File: src/rtl/mdw_pkg.sv
package mdw_pkg;
  typedef enum logic [1:0] {
    MK_LOAD   = 2'd0,
    MK_STORE  = 2'd1,
    MK_ATOMIC = 2'd2,
    MK_OTHER  = 2'd3
  } mem_kind_e;
endpackage

File: src/rtl/mdw_lowest.sv
// Lowest-index pick over a request vector.
module mdw_lowest #(
  parameter int N = 8,
  localparam int IDX_W = (N > 1) ? $clog2(N) : 1
) (
  input  logic [N-1:0]     req,
  output logic             any,
  output logic [IDX_W-1:0] idx
);
  always_comb begin
    idx = '0;
    for (int i = N - 1; i >= 0; i--) begin
      if (req[i]) idx = IDX_W'(i);
    end
  end
  assign any = |req;
endmodule

File: src/rtl/mdw_prod_sel.sv
// Chooses the producer set of an inserted instruction and counts it.
module mdw_prod_sel
  import mdw_pkg::*;
#(
  parameter int N     = 8,
  parameter int SEQ_W = 16,
  localparam int CW   = $clog2(N + 1)
) (
  input  logic [1:0]                kind,
  input  logic [N-1:0]              ld_bar,
  input  logic [N-1:0]              st_bar,
  input  logic [SEQ_W-1:0]          pred_seq,
  input  logic [N-1:0]              present,
  input  logic [N-1:0][SEQ_W-1:0]   seq_tab,
  output logic [N-1:0]              prod_mask,
  output logic [CW-1:0]             prod_cnt
);
  mem_kind_e  k;
  logic       wants_ld, wants_st;
  logic [N-1:0] pred_hit, cand;

  assign k        = mem_kind_e'(kind);
  assign wants_ld = (k == MK_LOAD) || (k == MK_ATOMIC);
  assign wants_st = (k == MK_STORE) || (k == MK_ATOMIC);

  always_comb begin
    for (int i = 0; i < N; i++) begin
      pred_hit[i] = (pred_seq != '0) && (seq_tab[i] == pred_seq);
    end
  end

  always_comb begin
    if (wants_ld && (|ld_bar))      cand = ld_bar;
    else if (wants_st && (|st_bar)) cand = st_bar;
    else                            cand = pred_hit;
  end

  assign prod_mask = cand & present;

  always_comb begin
    prod_cnt = '0;
    for (int i = 0; i < N; i++) prod_cnt = prod_cnt + CW'(prod_mask[i]);
  end
endmodule

File: src/rtl/mdw_entry.sv
// One table slot: wait count, register state, issue state and dependent list.
module mdw_entry #(
  parameter int N     = 8,
  parameter int SEQ_W = 16,
  localparam int CW   = $clog2(N + 1)
) (
  input  logic             clk,
  input  logic             rst_n,
  input  logic             alloc,
  input  logic [SEQ_W-1:0] init_seq,
  input  logic [CW-1:0]    init_cnt,
  input  logic             init_rr,
  input  logic             dec,
  input  logic             rr_set,
  input  logic             kill,
  input  logic             take,
  input  logic [N-1:0]     dep_add,
  input  logic [N-1:0]     dep_clr,
  output logic             valid_q,
  output logic [SEQ_W-1:0] seq_q,
  output logic [CW-1:0]    cnt_q,
  output logic             pend_q,
  output logic [N-1:0]     deps_q,
  output logic             underflow
);
  logic          rr_q, fired_q;
  logic [CW-1:0] cnt_n;
  logic          rr_n, fired_b, fire_now;

  always_comb begin
    cnt_n = cnt_q;
    if (alloc)                   cnt_n = init_cnt;
    else if (dec && cnt_q != '0) cnt_n = cnt_q - 1'b1;
  end

  assign rr_n      = alloc ? init_rr : (rr_q | rr_set);
  assign fired_b   = alloc ? 1'b0 : fired_q;
  assign fire_now  = (alloc | valid_q) & ~kill & ~fired_b & (cnt_n == '0) & rr_n;
  assign underflow = valid_q & ~alloc & dec & (cnt_q == '0);

  always_ff @(posedge clk) begin
    if (!rst_n) begin
      valid_q <= 1'b0;
      seq_q   <= '0;
      cnt_q   <= '0;
      rr_q    <= 1'b0;
      fired_q <= 1'b0;
      pend_q  <= 1'b0;
      deps_q  <= '0;
    end else begin
      if (alloc) seq_q <= init_seq;
      if (kill) begin
        valid_q <= 1'b0;
        cnt_q   <= '0;
        rr_q    <= 1'b0;
        fired_q <= 1'b0;
        pend_q  <= 1'b0;
        deps_q  <= '0;
      end else begin
        valid_q <= valid_q | alloc;
        cnt_q   <= cnt_n;
        rr_q    <= rr_n;
        fired_q <= fired_b | fire_now;
        pend_q  <= (alloc ? 1'b0 : (pend_q & ~take)) | fire_now;
        deps_q  <= alloc ? '0 : ((deps_q & ~dep_clr) | dep_add);
      end
    end
  end
endmodule

File: src/rtl/mdw_table.sv
module mdw_table
  import mdw_pkg::*;
#(
  parameter int N      = 8,
  parameter int SEQ_W  = 16,
  parameter int STAT_W = 16,
  localparam int IDX_W = (N > 1) ? $clog2(N) : 1,
  localparam int CW    = $clog2(N + 1)
) (
  input  logic              clk,
  input  logic              rst_n,
  input  logic              ins_valid,
  output logic              ins_ready,
  input  logic [1:0]        ins_kind,
  input  logic [SEQ_W-1:0]  ins_seq,
  input  logic [SEQ_W-1:0]  ins_pred_seq,
  input  logic [N-1:0]      ins_ld_bar,
  input  logic [N-1:0]      ins_st_bar,
  input  logic              ins_regs_rdy,
  output logic [IDX_W-1:0]  ins_idx,
  input  logic              rr_valid,
  input  logic [IDX_W-1:0]  rr_idx,
  input  logic              done_valid,
  input  logic [IDX_W-1:0]  done_idx,
  input  logic [N-1:0]      squash_mask,
  output logic              issue_valid,
  output logic [IDX_W-1:0]  issue_idx,
  output logic [STAT_W-1:0] conflict_loads,
  output logic              dep_err
);
  logic [N-1:0]            entry_valid, entry_pend, entry_uf;
  logic [N-1:0][SEQ_W-1:0] entry_seq;
  logic [N-1:0][CW-1:0]    entry_cnt;
  logic [N-1:0][N-1:0]     entry_deps;
  logic [N-1:0]            done_oh, kill, present, dec_vec, new_oh, take_oh;
  logic [N-1:0]            prod_mask;
  logic [CW-1:0]           prod_cnt;
  logic                    ins_fire;

  mdw_lowest #(.N(N)) u_free_pick (
    .req(~entry_valid), .any(ins_ready), .idx(ins_idx)
  );

  mdw_lowest #(.N(N)) u_issue_pick (
    .req(entry_pend), .any(issue_valid), .idx(issue_idx)
  );

  assign ins_fire = ins_valid & ins_ready;
  assign new_oh   = ins_fire ? (N'(1) << ins_idx) : '0;
  assign take_oh  = issue_valid ? (N'(1) << issue_idx) : '0;
  assign done_oh  = done_valid ? ((N'(1) << done_idx) & entry_valid) : '0;
  assign kill     = done_oh | (squash_mask & entry_valid);
  assign present  = entry_valid & ~kill;
  assign dec_vec  = done_valid ? entry_deps[done_idx] : '0;

  mdw_prod_sel #(.N(N), .SEQ_W(SEQ_W)) u_sel (
    .kind(ins_kind), .ld_bar(ins_ld_bar), .st_bar(ins_st_bar),
    .pred_seq(ins_pred_seq), .present(present), .seq_tab(entry_seq),
    .prod_mask(prod_mask), .prod_cnt(prod_cnt)
  );

  for (genvar g = 0; g < N; g++) begin : g_ent
    mdw_entry #(.N(N), .SEQ_W(SEQ_W)) u_ent (
      .clk(clk), .rst_n(rst_n),
      .alloc(new_oh[g]),
      .init_seq(ins_seq),
      .init_cnt(prod_cnt),
      .init_rr(ins_regs_rdy),
      .dec(dec_vec[g]),
      .rr_set(rr_valid && (rr_idx == IDX_W'(g)) && entry_valid[g]),
      .kill(kill[g]),
      .take(take_oh[g]),
      .dep_add((ins_fire && prod_mask[g]) ? new_oh : '0),
      .dep_clr(kill),
      .valid_q(entry_valid[g]),
      .seq_q(entry_seq[g]),
      .cnt_q(entry_cnt[g]),
      .pend_q(entry_pend[g]),
      .deps_q(entry_deps[g]),
      .underflow(entry_uf[g])
    );
  end

  assign dep_err = |entry_uf;

  always_ff @(posedge clk) begin
    if (!rst_n) conflict_loads <= '0;
    else if (ins_fire && (mem_kind_e'(ins_kind) == MK_LOAD) && (prod_cnt != '0))
      conflict_loads <= conflict_loads + 1'b1;
  end
endmodule

File: config.mk
export PLATFORM = sky130hd
export DESIGN_NAME = mdw_table
export DESIGN_NICKNAME = d
export VERILOG_FILES = /design/src/rtl/mdw_pkg.sv /design/src/rtl/mdw_lowest.sv /design/src/rtl/mdw_prod_sel.sv /design/src/rtl/mdw_entry.sv /design/src/rtl/mdw_table.sv
export SDC_FILE = /design/constraint.sdc
export NUM_CORES = 1
export LEC_CHECK = 0
export ABC_AREA = 1
export BUFFER_PORTS_ARGS = -buffer_cell sky130_fd_sc_hd__buf_2
export CAP_MARGIN = 5
export CORE_UTILIZATION = 43
export CTS_CLUSTER_SIZE = 8
export DETAILED_ROUTE_END_ITERATION = 8
export HOLD_SLACK_MARGIN = 0.03
export SKIP_CTS_REPAIR_TIMING = 1
export SYNTH_ARGS = -nofsm -noshare
export SYNTH_HDL_FRONTEND = slang
export SYNTH_SLANG_ARGS = --single-unit
File: constraint.sdc
create_clock -name clk -period 5 [get_ports clk]
set_input_delay 1 -clock clk [delete_from_list [all_inputs] [get_ports clk]]
set_output_delay 1 -clock clk [all_outputs]
set_load 0.1 [all_outputs]
# ---- Yosys cells after proc, flatten, opt, wreduce, memory -nomap -nowiden
# Index checks and enable logic that the tools add are counted.
dict set report op_classes {
  addsub 16
  multipliers 0
  div 0
  order_cmp 1
  n_eq_ne 17
  shift 3
  n_mux 72
  bitwise_logic 153
  n_reduce_logical 95
}
# operator n
set op_table {}
lappend op_table {{$eq 16x16->1} 8}
lappend op_table {{$mux 8} 15}
lappend op_table {{$and 8x8->8} 12}
lappend op_table {{$or 8x8->8} 9}
lappend op_table {{$and 1x1->1} 65}
lappend op_table {{$logic_not 4->1} 16}
lappend op_table {{$mux 4} 16}
lappend op_table {{$mux 3} 16}
lappend op_table {{$logic_and 1x1->1} 44}
lappend op_table {{$reduce_or 8->1} 5}
lappend op_table {{$reduce_bool 4->1} 9}
lappend op_table {{$not 1->1} 33}
lappend op_table {{$or 1x1->1} 32}
lappend op_table {{$sub 4x1->4 const B} 8}
lappend op_table {{$add 4x1->4} 6}
lappend op_table {{$bmux 8 s3} 1}
lappend op_table {{$mux 1} 24}
lappend op_table {{$reduce_or 3->1} 8}
lappend op_table {{$shl 1x3->8 const A} 3}
lappend op_table {{$add 16x1->16 const B} 1}
lappend op_table {{$not 8->8} 2}
lappend op_table {{$reduce_bool 16->1} 1}
lappend op_table {{$reduce_or 2->1} 8}
lappend op_table {{$eq 3x3->1 const B} 4}
lappend op_table {{9 further kinds} 11}
dict set report word_totals {
  regBits 272
  latch_bits 0
  ram_bits 0
  mem_bits_ro 0
  input_bits 70
  wordCells 414
  mem_count 0
}

# ---- Logic depth before layout (Yosys ltp)
dict set report logic_depth {
  word_depth 19
  mapped_depth 26
  ltp_nobuf 25
}

# ---- Modules after synthesis
# A second synthesis with hierarchy kept.
dict set report hier_totals {
  cells_unflattened 2575
  hier_area_um2 15891.5
}
# mod n_inst cells_each area_per_inst_um2
set modules_own_cells {}
lappend modules_own_cells {mdw_entry 8 171 1272.5}
lappend modules_own_cells {mdw_prod_sel 1 774 3335.7}
lappend modules_own_cells {mdw_table 1 389 2178.3}
lappend modules_own_cells {mdw_lowest 2 22 98.8}

# ---- Worst setup path after synthesis
# Ideal clock, no wire load.
dict set report synth_timing {
  kind {in2reg}
  startpoint {in ins_kind[0]}
  endpoint {reg conflict_loads[0]}
  setup_ns 0.125
  arrival_time_ns 5.176
  t_required_ns 4.875
  setup_slack_ns -0.301
  path_stages 22
  n_path_buf 2
  cell_sequence {inv_1 -> ha_1 -> or2_2 -> nand2_1 -> clkbuf_1 -> o21ai_0 -> inv_1 -> a21oi_1 -> ha_1 -> fa_1 -> fa_1 -> inv_1 -> fa_1 -> inv_1 -> fa_1 -> xor2_1 -> nor4_1 -> nor2_1 -> buf_2 -> clkinv_1 -> o21ai_0 -> a21oi_1}
}
dict set report synth_between {
  elab_chain_len 15
}
# element line
set synth_lines {}
lappend synth_lines {{from (decl)} mdw_table.sv:14} ;# input logic [1:0] ins_kind,
lappend synth_lines {{$eq 2x1->1 or $eq 2x2->1 (tied branches)} {mdw_prod_sel.sv:24, mdw_prod_sel.sv:23}}
lappend synth_lines {{$logic_or 1x1->1} mdw_prod_sel.sv:24} ;# assign wants_st = (k == MK_STORE) || (k == MK_ATOMIC);
lappend synth_lines {{$logic_and 1x1->1} mdw_prod_sel.sv:34} ;# else if (wants_st && (|st_bar)) cand = st_bar;
lappend synth_lines {{$mux 8} mdw_prod_sel.sv:34}
lappend synth_lines {{$mux 8} mdw_prod_sel.sv:33} ;# if (wants_ld && (|ld_bar)) cand = ld_bar;
lappend synth_lines {{$and 8x8->8} mdw_prod_sel.sv:38} ;# assign prod_mask = cand & present;
lappend synth_lines {{$add 1x1->2} mdw_prod_sel.sv:42} ;# for (int i = 0; i < N; i++) prod_cnt = prod_cnt + CW'(prod_mask[i]);
lappend synth_lines {{$add 4x1->4 (6 in series)} mdw_prod_sel.sv:42}
lappend synth_lines {{$reduce_bool 4->1} mdw_table.sv:88} ;# else if (ins_fire && (mem_kind_e'(ins_kind) == MK_LOAD) && (prod_cnt != '0))
lappend synth_lines {{$logic_and 1x1->1 (*)} mdw_table.sv:88}
lappend synth_lines {{to (signal assigned)} mdw_table.sv:89} ;# conflict_loads <= conflict_loads + 1'b1;
lappend synth_lines {{to (decl)} mdw_table.sv:28} ;# output logic [STAT_W-1:0] conflict_loads,
# Every way passes the cells marked *; elsewhere a longest branch is shown, timed or not.
# A chain may end at the register's enable or synchronous reset.

# ---- Worst setup path in the final report
dict set report layout_timing {
  startpoint {in ins_st_bar[3]}
  endpoint {reg conflict_loads[10]}
}
dict set report layout_between {
  elab_chain_len 14
}
# element line
set layout_lines {}
lappend layout_lines {{from (decl)} mdw_table.sv:18} ;# input logic [N-1:0] ins_st_bar,
lappend layout_lines {{$reduce_or 8->1} mdw_prod_sel.sv:34}
lappend layout_lines {{$logic_and 1x1->1} mdw_prod_sel.sv:34}
lappend layout_lines {{$mux 8 (*)} mdw_prod_sel.sv:34}
lappend layout_lines {{$mux 8 (*)} mdw_prod_sel.sv:33}
lappend layout_lines {{$and 8x8->8 (*)} mdw_prod_sel.sv:38}
lappend layout_lines {{$add 1x1->2} mdw_prod_sel.sv:42}
lappend layout_lines {{$add 4x1->4 (5 in series)} mdw_prod_sel.sv:42}
lappend layout_lines {{$add 4x1->4 (*)} mdw_prod_sel.sv:42}
lappend layout_lines {{$reduce_bool 4->1 (*)} mdw_table.sv:88}
lappend layout_lines {{$logic_and 1x1->1 (*)} mdw_table.sv:88}
# Marks and branches as above.

==> run_results.csv <==
group,metric,value,unit
run_status,outcome,"finished, final reports clean",
worst_setup_path,end_kind,"flip-flop",
detailed_routing,routed_via_density,5.29,
detailed_routing,drtIter0Drc,1154,
power_and_ir_drop,p_per_area,298,mW/mm^2
synth,synth_top_area_share,38.7,%
grt,antenna_found_initial,1,
worst_setup_path,worstPathCellList,"buf_2 > inv_1 > nand4_1 > o21ai_2 > nand2_1 > inv_2 > nand3_2 > a21oi_2 > ha_4 > fa_1 > fa_1 > inv_1 > fa_1 > inv_2 > fa_1 > xor2_2 > nor4_1 > buf_4 > nor2_1 > buf_4 > nand2_2 > nor2_1 > nand3_1 > and3_1",
cts,cts_root_buf,"clkbuf_16",
synth,synth_ff_type,"dfxtp_1",
worst_setup_path,timing.rr.start,"g_ent[0].u_ent.valid_q",
cts,clk_path_buf_depth,3,
cts,clk_pin_slew,50,ps
grt,grt_overflow_total,0,
worst_setup_path,critPathArrivalTime,5230,ps
layout,finalInstanceArea,0.0168,mm^2
layout,diodes,0,
synth,synth.cell_area,0.0141,mm^2
place,gp_congestion,0.931,
place,io_buffers,94,
detailed_routing,antenna_left,0,
layout,nNetsFinal,2362,
synth,ys_ff_latch,272,
detailed_routing,num_vias,14300,
power_and_ir_drop,p_leak,0.00710,uW
place,hpwlAfterDp,33400,um
grt,grt_pass1_wl,73300,um
timing,maxSlewHeadroom,26.9,%
timing,final_hold_viol_count,0,
run,maxCapViolations,0,
detailed_routing,routed_wl,47600,um
timing,max_slew.worst_pin.slew,1100,ps
timing,finalSetupViolCount,0,
place,placed_cells,2663,
layout,layout-drive-gt1-share,14.2,%
timing,finalCritPeriodShare,96.5,%
place,place_area,0.0157,mm^2
worst_hold_path,hold_class,"flip-flop to flip-flop",
synth,syn-num-nets,2187,
layout,final_cell_mix,"631 x nand2_1, 272 x dfxtp_1, 213 x a21oi_1",
worst_setup_path,r2r-end,"conflict_loads[10]",
timing,fin_skew,28.1,ps
layout,final_common_cell,"nand2_1",
synth,yosysWarnings,0,
synth,async_flop_share,0,%
cts,h-tree-depth,2,
die,dieHeight,183,um
layout,area_growth,19.6,%
cts,clock-sinks,272,
die,initial_core_util,44.1,%
layout,stdcell_count,2708,
worst_hold_path,whs_endpoint,"g_ent[7].u_ent.deps_q[7]",
die,die_width,183,um
worst_setup_path,crit_slowest_cell,"fa_1",
detailed_routing,remaining_drc_errors,0,
timing,slew_viol_final,0,
worst_hold_path,hold-path-cell-count,2,
cts,cts_tree,"done",
worst_setup_path,critPathMaxStageDelay,540,ps
cts,numCtsBuffers,39,
detailed_routing,drtPass1Iterations,7,
synth,synthTopCellsByArea,"dfxtp_1 39%, nand2_1 17%, a21oi_1 7.7%, xnor2_1 6.0%, nor2_1 5.6%",
timing,fin_crit,4830,ps
grt,grt_start_max_net_pins,91,
die,die-area,0.0334,mm^2
worst_setup_path,r2r_setup_slack,490,ps
grt,first_global_vias,13500,
timing,max_freq,0.207,GHz
die,io_pins,95,
worst_setup_path,crit_fanout,8,
synth,synth_edf_count,0,
synth,synth_area_per_cell,6.70,um^2
worst_setup_path,cpLargestDelayFamily,"adder cells",
timing,whs,425,ps
worst_setup_path,path_buf_inv,7,
synth,yosysSeqAreaShare,38.7,%
worst_setup_path,r2r.worst_path.cells,22,
synth,synth_cell_types,43,
cts,clk_latency,530,ps
synth,synth_largest_area_cell,"dfxtp_1",
die,core,0.0319,mm^2
die,rows,65,
grt,grt_usage,28.3,%
worst_setup_path,crit_top_cell,"fa_1",
worst_setup_path,worstSetupStartpointType,"primary input",
timing,rsz0062_at_grt,"true",
detailed_routing,wl_per_cell,17.6,um
worst_setup_path,crit_type,"primary input to flip-flop",
synth,netlist_instances,2099,
power_and_ir_drop,vdd_drop_max,0.231,mV
worst_setup_path,cp.required,5400,ps
worst_hold_path,holdCritStartpoint,"g_ent[7].u_ent.deps_q[7]",
## worst max-delay path by stage
| stage | start | endpoint | cells after the start |
|---|---|---|---|
| after floorplan | ins_kind[0] | conflict_loads[2] | 22 |
| after global placement | ins_ld_bar[1] | conflict_loads[9] | 22 |
| after detailed placement | ins_pred_seq[14] | conflict_loads[9] | 24 |
| after CTS | ins_pred_seq[14] | conflict_loads[9] | 24 |
| after global routing | ins_pred_seq[7] | conflict_loads[6] | 24 |
| final | ins_st_bar[3] | conflict_loads[10] | 24 |
## layout make-up
| class | instances | area, um^2 |
|---|---|---|
| clock inverter | 1 | 8.76 |
| timing repair buffer | 230 | 1510 |
| multi-input combinational | 1545 | 7640 |
| fill | 3250 | 15100 |
| clock buffer | 39 | 976 |
| inverter | 186 | 699 |
| tap | 435 | 544 |
| sequential | 272 | 5450 |
## power breakdown
part           switching, uW  internal (uW)  leakage, uW  total (uW)
Clock                    924           1360     0.000485        2290
Combinational            341            177      0.00442         519
Sequential              17.1           2200      0.00220        2210
Total                   1280           3740      0.00710        5020
## flip-flops by register name, summed over array words and instances, names as in the netlist
name	flops
g_ent.u_ent.rr_q	8
g_ent.u_ent.cnt_q	32
g_ent.u_ent.seq_q	128
conflict_loads	16
g_ent.u_ent.deps_q	64
g_ent.u_ent.pend_q	8
g_ent.u_ent.valid_q	8
g_ent.u_ent.fired_q	8
## routing by layer
metal | up-vias | routed length, um | track usage [%]
met5 | - | 10 | 0
met2 | 455 | 22600 | 48.3
li1 | 7052 | - | -
met4 | 2 | 1250 | 9.50
met3 | 78 | 3070 | 4.29
met1 | 6749 | 20800 | 36.4
## kinds of logic (layout without fill, tap and decap cells)
group / count (synthesis) / count (layout) / share of synthesized area, %
AOI/OAI and AO/OA: 327 / 327 / 12.1
xor gates and xnor gates: 125 / 125 / 7.78
adders and majority gates: 18 / 18 / 1.81
buffers and inverters: 282 / 456 / 8.03
DFF: 272 / 272 / 38.7
and+or+nand+nor: 1075 / 1075 / 31.6
## through the flow
step / TNS [ps] / total power [uW] / setup slack (ps) / util, %
2_1_floorplan: 0 / 2540 / 19.7 / -
3_3_place_gp: -10250 / 2750 / -504 / 49.3
3_5_place_dp: -12320 / 2760 / -544 / 49.3
4_1_cts: -28.6 / 5040 / -28.6 / 52.4
5_1_grt: -121 / 5190 / -44.9 / 52.8
6_report: 0 / 5020 / 173 / 52.8
## worst reg2reg max path, cell delays in order, from the launching register on
cell and delay (ps):
dfxtp_1 510, inv_1 160, nor2_1 270, o21ai_0 140, inv_1 90, nand2_2 60
inv_2 80, ha_4 200, fa_1 460, fa_1 540, inv_1 50, fa_1 370
inv_2 80, fa_1 210, xor2_2 160, nor4_1 70, buf_4 140, nor2_1 120
buf_4 190, nand2_2 70, nor2_1 200, nand3_1 90, and3_1 170
## synth_stat cells, types with 2 or more instances
cell type,number
buf_4,2
o21ai_0,87
ha_1,14
nand4_1,64
nor2_1,209
a31oi_1,4
xor2_1,29
fa_1,4
a21o_1,2
o21ai_1,4
xnor2_1,96
nor2_2,3
or2_2,3
nand3b_1,4
dfxtp_1,272
buf_1,3
inv_2,7
o2111ai_1,2
o21bai_1,3
clkbuf_1,45
nand3_1,123
inv_1,178
nor3_1,23
buf_2,45
nor4_1,4
nand2_1,636
a21oi_1,217
(Power assumes the default switching activity.)
